===== src/rtl/sctl_pkg.sv =====
package sctl_pkg;
  localparam int LBL_W   = 7;
  localparam int DAT_W   = 16;
  localparam int FRAME_W = 1 + LBL_W + DAT_W;
  localparam int COEF_W  = 8;

  // Gain codes for 8-bit coefficients
  localparam logic [COEF_W-1:0] COEF_POS_ONE = 8'h7F;
  localparam logic [COEF_W-1:0] COEF_NEG_ONE = 8'h80;
  localparam logic [COEF_W-1:0] COEF_NIL     = 8'h00;

  typedef struct packed {
    logic             non_dsp;
    logic [LBL_W-1:0] lbl;
    logic [DAT_W-1:0] dat;
  } ctl_word_t;

  // Shift register holds the first wire bit at the MSB; fields travel LSB first.
  function automatic ctl_word_t unpack_word(input logic [FRAME_W-1:0] sr);
    ctl_word_t w;
    w.non_dsp = sr[FRAME_W-1];
    for (int i = 0; i < LBL_W; i++) w.lbl[i] = sr[FRAME_W-2-i];
    for (int i = 0; i < DAT_W; i++) w.dat[i] = sr[DAT_W-1-i];
    return w;
  endfunction

  function automatic logic is_mode(input ctl_word_t w, input logic [LBL_W-1:0] mode_lbl);
    return w.non_dsp && (w.lbl == mode_lbl);
  endfunction

  function automatic logic is_blocked(input ctl_word_t w, input logic prot);
    return !w.non_dsp && prot;
  endfunction

  function automatic logic hits_label(input ctl_word_t w, input logic [LBL_W-1:0] lbl);
    return w.non_dsp && (w.lbl == lbl);
  endfunction
endpackage


===== src/rtl/sctl_sync.sv =====
module sctl_sync #(
  parameter int             W       = 3,
  parameter int             STAGES  = 2,
  parameter logic [W-1:0]   RST_VAL = '0
) (
  input  logic         clk,
  input  logic         rst_n,
  input  logic [W-1:0] async_i,
  output logic [W-1:0] lvl_o,
  output logic [W-1:0] rise_o
);
  logic [W-1:0] chain [STAGES];
  logic [W-1:0] prev_q;

  always_ff @(posedge clk or negedge rst_n) begin
    if (!rst_n) begin
      for (int s = 0; s < STAGES; s++) chain[s] <= RST_VAL;
      prev_q <= RST_VAL;
    end else begin
      chain[0] <= async_i;
      for (int s = 1; s < STAGES; s++) chain[s] <= chain[s-1];
      prev_q <= chain[STAGES-1];
    end
  end

  assign lvl_o = chain[STAGES-1];

  for (genvar b = 0; b < W; b++) begin : g_edge
    assign rise_o[b] = chain[STAGES-1][b] & ~prev_q[b];
  end
endmodule


===== src/rtl/sctl_shift.sv =====
module sctl_shift #(
  parameter int N = 24
) (
  input  logic         clk,
  input  logic         rst_n,
  input  logic         shift_en,
  input  logic         bit_i,
  output logic [N-1:0] word_o
);
  logic [N-1:0] sr_q;

  always_ff @(posedge clk or negedge rst_n) begin
    if (!rst_n)        sr_q <= '0;
    else if (shift_en) sr_q <= {sr_q[N-2:0], bit_i};
  end

  assign word_o = sr_q;


  shift_hold_chk: assert property (@(posedge clk) disable iff (!rst_n)
    !shift_en |=> $stable(word_o));
endmodule


===== src/rtl/sctl_capture.sv =====
module sctl_capture
  import sctl_pkg::*;
#(
  parameter logic [LBL_W-1:0] MODE_LABEL = 7'h00,
  parameter logic [LBL_W-1:0] MIX0_LABEL = 7'h10,
  parameter logic [LBL_W-1:0] MIX1_LABEL = 7'h11
) (
  input  logic               clk,
  input  logic               rst_n,
  input  logic               lat_low,
  input  logic               lat_rise,
  input  logic [FRAME_W-1:0] sr_word,
  input  logic               protect_i,
  output logic               req_o,
  output logic               blocked_o,
  output logic               type_o,
  output logic [LBL_W-1:0]   label_o,
  output logic [DAT_W-1:0]   data_o,
  output logic [COEF_W-1:0]  mix0_o,
  output logic [COEF_W-1:0]  mix1_o
);
  logic [FRAME_W-1:0] hold_q;
  ctl_word_t          held;
  logic               blk;
  logic [COEF_W-1:0]  mix0_q, mix1_q;

  // Transparent while the latch is low; frozen from its rising edge on.
  always_ff @(posedge clk or negedge rst_n) begin
    if (!rst_n)       hold_q <= '0;
    else if (lat_low) hold_q <= sr_word;
  end

  assign held = unpack_word(hold_q);
  assign blk  = is_blocked(held, protect_i);

  always_ff @(posedge clk or negedge rst_n) begin
    if (!rst_n) begin
      req_o     <= 1'b0;
      blocked_o <= 1'b0;
      type_o    <= 1'b0;
      label_o   <= '0;
      data_o    <= '0;
    end else begin
      req_o     <= lat_rise & ~blk;
      blocked_o <= lat_rise & blk;
      if (lat_rise) begin
        type_o  <= held.non_dsp;
        label_o <= held.lbl;
        data_o  <= is_mode(held, MODE_LABEL) ? '0 : held.dat;
      end
    end
  end

  always_ff @(posedge clk or negedge rst_n) begin
    if (!rst_n) begin
      mix0_q <= COEF_POS_ONE;
      mix1_q <= COEF_NIL;
    end else if (lat_rise) begin
      if (hits_label(held, MIX0_LABEL)) mix0_q <= held.dat[COEF_W-1:0];
      if (hits_label(held, MIX1_LABEL)) mix1_q <= held.dat[COEF_W-1:0];
    end
  end

  assign mix0_o = protect_i ? COEF_POS_ONE : mix0_q;
  assign mix1_o = protect_i ? COEF_NIL     : mix1_q;


  hold_frozen_chk: assert property (@(posedge clk) disable iff (!rst_n)
    !lat_low |=> $stable(hold_q));

  req_pulse_chk: assert property (@(posedge clk) disable iff (!rst_n)
    req_o |=> !req_o);

  dsp_gate_chk: assert property (@(posedge clk) disable iff (!rst_n)
    req_o |-> (type_o || !$past(protect_i)));

  req_excl_chk: assert property (@(posedge clk) disable iff (!rst_n)
    !(req_o && blocked_o));

  mode_zero_chk: assert property (@(posedge clk) disable iff (!rst_n)
    (req_o && type_o && label_o == MODE_LABEL) |-> data_o == '0);

  mix_store_chk: assert property (@(posedge clk) disable iff (!rst_n)
    (req_o && type_o && label_o == MIX0_LABEL) |-> mix0_q == data_o[COEF_W-1:0]);
endmodule


===== src/rtl/serial_ctl_rx.sv =====
module serial_ctl_rx
  import sctl_pkg::*;
#(
  parameter int               SYNC_STAGES = 2,
  parameter logic [LBL_W-1:0] MODE_LABEL  = 7'h00,
  parameter logic [LBL_W-1:0] MIX0_LABEL  = 7'h10,
  parameter logic [LBL_W-1:0] MIX1_LABEL  = 7'h11
) (
  input  logic              clk,
  input  logic              rst_n,
  input  logic              ser_clk_i,
  input  logic              ser_dat_i,
  input  logic              ser_lat_n_i,
  input  logic              protect_i,
  output logic              req_o,
  output logic              blocked_o,
  output logic              type_o,
  output logic [LBL_W-1:0]  label_o,
  output logic [DAT_W-1:0]  data_o,
  output logic [COEF_W-1:0] mix0_o,
  output logic [COEF_W-1:0] mix1_o
);
  localparam int PINS = 3;  // [0] serial clock, [1] data, [2] latch
  localparam logic [PINS-1:0] PIN_IDLE = 3'b100;

  logic [PINS-1:0]    pin_lvl, pin_rise;
  logic [FRAME_W-1:0] sr_word;
  logic               bit_strobe, lat_low, lat_rise;
  logic               unused_sync;

  sctl_sync #(.W(PINS), .STAGES(SYNC_STAGES), .RST_VAL(PIN_IDLE)) u_sync (
    .clk     (clk),
    .rst_n   (rst_n),
    .async_i ({ser_lat_n_i, ser_dat_i, ser_clk_i}),
    .lvl_o   (pin_lvl),
    .rise_o  (pin_rise)
  );

  assign bit_strobe  = pin_rise[0];
  assign lat_low     = ~pin_lvl[2];
  assign lat_rise    = pin_rise[2];
  assign unused_sync = pin_lvl[0] ^ pin_rise[1];

  sctl_shift #(.N(FRAME_W)) u_shift (
    .clk      (clk),
    .rst_n    (rst_n),
    .shift_en (bit_strobe),
    .bit_i    (pin_lvl[1]),
    .word_o   (sr_word)
  );

  sctl_capture #(
    .MODE_LABEL (MODE_LABEL),
    .MIX0_LABEL (MIX0_LABEL),
    .MIX1_LABEL (MIX1_LABEL)
  ) u_cap (
    .clk       (clk),
    .rst_n     (rst_n),
    .lat_low   (lat_low),
    .lat_rise  (lat_rise),
    .sr_word   (sr_word),
    .protect_i (protect_i),
    .req_o     (req_o),
    .blocked_o (blocked_o),
    .type_o    (type_o),
    .label_o   (label_o),
    .data_o    (data_o),
    .mix0_o    (mix0_o),
    .mix1_o    (mix1_o)
  );


  no_pulse_idle_chk: assert property (@(posedge clk) disable iff (!rst_n)
    !$past(lat_rise) |-> !(req_o || blocked_o));
endmodule


===== config.mk =====
export PLATFORM = sky130hd
export DESIGN_NAME = serial_ctl_rx
export DESIGN_NICKNAME = d
export VERILOG_FILES = /design/src/rtl/sctl_pkg.sv /design/src/rtl/sctl_sync.sv /design/src/rtl/sctl_shift.sv /design/src/rtl/sctl_capture.sv /design/src/rtl/serial_ctl_rx.sv
export SDC_FILE = /design/constraint.sdc
export NUM_CORES = 1
export LEC_CHECK = 0
export ABC_AREA = 1
export ABC_CLOCK_PERIOD_IN_PS = 2350
export BUFFER_PORTS_ARGS = -buffer_cell sky130_fd_sc_hd__buf_2
export CORE_MARGIN = 4
export CORE_UTILIZATION = 35
export CTS_CLUSTER_SIZE = 28
export DETAILED_ROUTE_END_ITERATION = 8
export GPL_ROUTABILITY_DRIVEN = 0
export GPL_TIMING_DRIVEN = 0
export SYNTH_ARGS = -nofsm -noshare
export SYNTH_HDL_FRONTEND = slang
export SYNTH_SLANG_ARGS = --single-unit

===== constraint.sdc =====
create_clock -name clk -period 2.35 [get_ports clk]
set_input_delay 0.235 -clock clk [delete_from_list [all_inputs] [get_ports clk]]
set_output_delay 0.235 -clock clk [all_outputs]
set_load 0.03 [all_outputs]

## After elaboration in Yosys (flattened, before gate mapping)

Index checks and enable logic that the tools add are counted.

| storage, ports and cells | value |
|---|---|
| register bits after elaboration | 99 |
| bits in read-only memories | 0 |
| memories kept | 0 |
| RAM bits | 0 |
| bits of input ports | 6 |
| word-level logic and storage cells | 32 |
| latch bits | 0 |

| cells by class | value |
|---|---|
| bitwise gates (word level) | 7 |
| $mul | 0 |
| eq/ne operators | 2 |
| order comparisons | 0 |
| add/subtract/negate cells | 0 |
| mux-type cells | 3 |
| shifts and indexed selects | 0 |
| reductions and logical operators | 8 |
| div/mod/pow operators | 0 |

Operators with widths:

| cell | number |
|---|---|
| 16-bit two-way mux | 1 |
| 8-bit two-way mux | 2 |
| 7-bit by 5-bit equality test with 1-bit output (second input constant) | 2 |
| 7-bit logical NOT | 1 |
| 1-bit bitwise AND | 4 |
| 1-bit logical AND | 4 |
| 2-bit AND reduction | 2 |
| 1-bit NOT | 3 |
| 1-bit logical NOT | 1 |

## Logic depth before layout (Yosys ltp)

| depth | value |
|---|---|
| word-level depth | 4 |
| depth in mapped cells | 7 |
| gate-level depth less buffers | 6 |

## Modules after synthesis

Synthesis repeated with hierarchy kept, for this count alone.

| unflattened totals | value |
|---|---|
| cell total of the unflattened synthesis | 430 |
| area, all modules | 4110.2 µm² |

By module, submodules not included:

| module | cells each | area each (µm²) | times used |
|---|---|---|---|
| sctl_capture | 309 | 2845.2 | 1 |
| sctl_shift | 102 | 979.7 | 1 |
| sctl_sync | 18 | 281.5 | 1 |
| serial_ctl_rx | 1 | 3.8 | 1 |

## Worst setup path before layout

Ideal clock, no wire load.

| timing | value |
|---|---|
| kind | flip-flop to flip-flop |
| start | register u_sync.chain, in the netlist u_sync.lvl_o[2] |
| end | register u_cap.hold_q[23] |
| path slack | 1.073 ns |
| clock period less this slack | 1.277 ns |
| data arrival time | 1.153 ns |
| library setup time | 0.125 ns |
| cell stages (with the launch flop) | 4 |
| path through | dfstp_2 buf_2 buf_2 mux2_2 |

RTL lines:

| item | RTL line | text |
|---|---|---|
| start, declared | sctl_sync.sv:12 | `logic [W-1:0] chain [STAGES];` |
| end signal, assigned | sctl_capture.sv:30 | `else if (lat_low) hold_q <= sr_word;` |
| end, declared | sctl_capture.sv:22 | `logic [FRAME_W-1:0] hold_q;` |

No word-level cell between the ends.

## Worst setup path in the final report

| timing | value |
|---|---|
| start | register u_sync.prev_q[2] |
| end | register u_cap.data_o[11] |

| between the ends | value |
|---|---|
| cells in the longest elaborated chain, start to end | 2 |

Ends and longest elaborated chain:

| item | RTL line | text |
|---|---|---|
| start, declared | sctl_sync.sv:13 | `logic [W-1:0] prev_q;` |
| start signal, assigned | sctl_sync.sv:22 | `prev_q <= chain[STAGES-1];` |
| 1-bit NOT | sctl_sync.sv:29 | `assign rise_o[b] = chain[STAGES-1][b] & ~prev_q[b];` |
| 1-bit bitwise AND | sctl_sync.sv:29 |  |
| end signal, assigned | sctl_capture.sv:49 | `data_o <= is_mode(held, MODE_LABEL) ? '0 : held.dat;` |
| end, declared | sctl_capture.sv:18 | `output logic [DAT_W-1:0] data_o,` |

Every way passes these cells.
A chain may end at the register's enable or synchronous reset.

==> results.yml <==
global_routing:
  grt_util_met1_pct: 16.6
  grt_start_max_net_pins: 60
  global_route.peak_usage_layer: "met2"
  grtUsageTotal_pct: 13.5
  grtUsageMet2_pct: 22.6
  globalRoute.totalOverflow: 0
  grt_first_pass_wirelength_um: 13700
  grtUsageMet3_pct: 2.60
  number_of_antenna_violations_at_the_first_check_in_global_routing: 0
  first_global_vias: 2886
cts:
  hold_buffers: 4
  cts.sinks: 98
  clock_root_buffer: "sky130_fd_sc_hd__clkbuf_16"
  post_cts_resize_count: 0
  source_to_sink_clock_delay_at_the_later_pin_of_the_worst_skew_pair_ps: 350
  cts_tree: "built"
  cts_htree_levels: 3
  cts_made_buffers: 9
  cts_setup_buffers: 0
  cts.clk_slew.worst_paths_ps: 60
  max-clock-path-buffers: 2
drt:
  detail_route.first_pass.iterations: 6
  drt_drc_violations_left: 0
  avgViaCountPerCell: 4.46
  drt_first_iter_violations: 135
  totalWireLength_um: 8100
  wl_per_cell_um: 12.6
  antenna_left: 0
  num_vias: 2866
timing:
  worst_slew_pin_slew_ps: 547
  finalHoldViolCount: 0
  rsz_0062_raised_after_global_routing: "no"
  setup_tns_ps: 0
  slew_viol_final: 0
  report.final.setup_viol: 0
  max-slew-margin-rel_pct: 63.5
  min_period_ps: 1440
  fin_worst_hold_slack_ps: 349
  finalCritPeriodShare_pct: 61.4
  max_clock_freq_ghz: 0.693
  finClkSkew_ps: 11.0
synth:
  top_reg_cell_synth: "sky130_fd_sc_hd__dfrtp_1"
  synthMostInstantiatedCell: "sky130_fd_sc_hd__nand2_1"
  synthTopCellsByArea: "sky130_fd_sc_hd__dfrtp_1 (56%), sky130_fd_sc_hd__nand2_1 (14%), sky130_fd_sc_hd__dfstp_2 (6.7%)"
  ys_ff_latch: 98
  share_of_the_synthesized_area_in_the_top_cell_type_pct: 56.0
  syn-cell-area_um2: 3930
  post_synth_num_cell_types: 21
  synth.net_count: 440
  synth_area_leader_cell: "sky130_fd_sc_hd__dfrtp_1"
  asr_flop_ratio_synth_pct: 100
  syn-mean-instance-area_um2: 9.06
  yosys_warnings: 0
  post_synth_inst_count: 434
  synth_enable_flop_cells: 0
  synth_seq_area_share_pct: 62.7
  synth_commonest_cells: "sky130_fd_sc_hd__nand2_1 (143), sky130_fd_sc_hd__dfrtp_1 (88), sky130_fd_sc_hd__inv_1 (53)"
power_and_ir_drop:
  irDropWorstVdd_v: 0.000433
  power.density_nw_per_um2: 820
  leakagePower_nw: 2.41
status:
  outcome: "finished, final reports clean"
final_layout:
  n_antenna_cell: 0
  layout.nets: 503
  areaGrowthSynthToFinish_pct: 19.4
  fin_area_um2: 4700
  final_layout_size_suffix_gt1_share_pct: 20.9
  nFillCells: 1082
place:
  dpl-instance-area_um2: 4370
  dp.final_hpwl_um: 5650
  placement.io_buffers: 47
flow_run:
  max-cap-violations: 0
worst_setup_path:
  cp_common_cell: "sky130_fd_sc_hd__nand2_1"
  critPathArrivalTime_ps: 1680
  critical_path_launch_point_type: "flip-flop"
  worstPathCellList: "inv_1 > nand2_1 > clkbuf_1 > nor2_1 > nand2_1 > nand2_1"
  critical_path.max_fanout: 10
  crit_slowest_cell: "sky130_fd_sc_hd__dfstp_2"
  cp-startpoint: "u_sync.prev_q[2]"
  endpoint_kind: "flip-flop"
  critPathMaxStageDelay_ps: 510
  reg2reg_slack_ps: 910
  worst-endpoint-required_ps: 2590
  critPathBufInv: 2
  start_of_the_worst_register_to_register_path: "u_sync.prev_q[2]"
  critical_path_class: "reg -> reg"
  timing.critical_path.max_delay_family: "flip-flops"
hold_path:
  hold_start: "u_sync.chain[3]"
  hold_path_class: "reg -> reg"
die:
  die_y_um: 114
  std_cell_rows: 38
  fp.dieArea_um2: 13000
  floorplan.initialDensity_pct: 36.0
  floorplan.die.width_um: 114
  core-area_um2: 10900
  io_pins: 48
[layer usage]
layer / up-vias / wire length, µm / share of wire [%]
li1: 1449 / - / -
met1: 1364 / 3750 / 46
met2: 42 / 3880 / 48
met3: 11 / 306 / 3.8
met4: 0 / 163 / 2.0
met5: - / 0 / 0
[through the flow]
step / cells / power, W / utilization [%] / setup slack (ps)
floorplan: 434 / 0.00230 / - / 1070
global placement: 621 / 0.00247 / 39.7 / 97.8
detailed placement: 622 / 0.00249 / 40.0 / 887
CTS: 642 / 0.00391 / 43.0 / 851
global route: 642 / 0.00405 / 43.0 / 742
finish: 642 / 0.00385 / 43.0 / 908
[cell type report]
class	instances	area [µm²]	share of cell area, %
clock inverter	4	26.3	0.559
multi-input combinational	260	1150	24.5
inverter	57	214	4.56
clock buffer	12	256	5.46
timing repair buffer	52	305	6.50
sequential	98	2460	52.5
buffer	19	106	2.26
tap	140	175	3.73
[cells by family (layout without fill, tap and decap cells)]
logic type,Yosys count,count (layout),synth area share (%)
simple gates,207,207,22.3
buf+inv,76,144,8.14
mux,1,1,0.286
flops,98,98,62.7
compound gates,52,52,6.62
[cell usage in the layout (no fill, tap or decap), drive strengths merged]
cell | Yosys | routed
nor2 | 33 | 33
o21ai | 51 | 51
nor3 | 1 | 1
nand3 | 19 | 19
dlygate4sd3 | 0 | 4
inv | 57 | 57
a21oi | 1 | 1
or2 | 7 | 7
dfstp | 10 | 10
clkbuf | 7 | 19
clkinvlp | 0 | 1
nand2 | 147 | 147
buf | 12 | 60
dfrtp | 88 | 88
mux2 | 1 | 1
clkinv | 0 | 3
[path summary, 6_finish.rpt]
check / depth (start not counted) / end
min: 0 / u_sync.lvl_o[0]
max in group asynchronous: 3 / u_sync.prev_q[2]
max: 6 / u_cap.data_o[11]
min in group asynchronous: 2 / u_cap.hold_q[12]
min reg2reg: 0 / u_sync.lvl_o[0]
max reg2reg: 6 / u_cap.data_o[11]
[where the power goes]
| group | internal [W] | switching [W] |
|---|---|---|
| clock | 0.000774 | 0.000631 |
| sequential | 0.00186 | 0.000104 |
| combinational | 0.000149 | 0.000335 |
| total | 0.00278 | 0.00107 |
[flip-flops by register name, summed over array words and instances (netlist names)]
name             flops
u_cap.type_o         1
u_sync.lvl_o         3
u_sync.chain         3
u_cap.label_o        7
u_cap.hold_q        24
u_cap.data_o        16
u_cap.mix1_q         8
u_cap.req_o          1
u_shift.word_o      24
u_cap.blocked_o      1
u_sync.prev_q        2
u_cap.mix0_q         8
No activity file was read; power rests on OpenSTA's default activity.
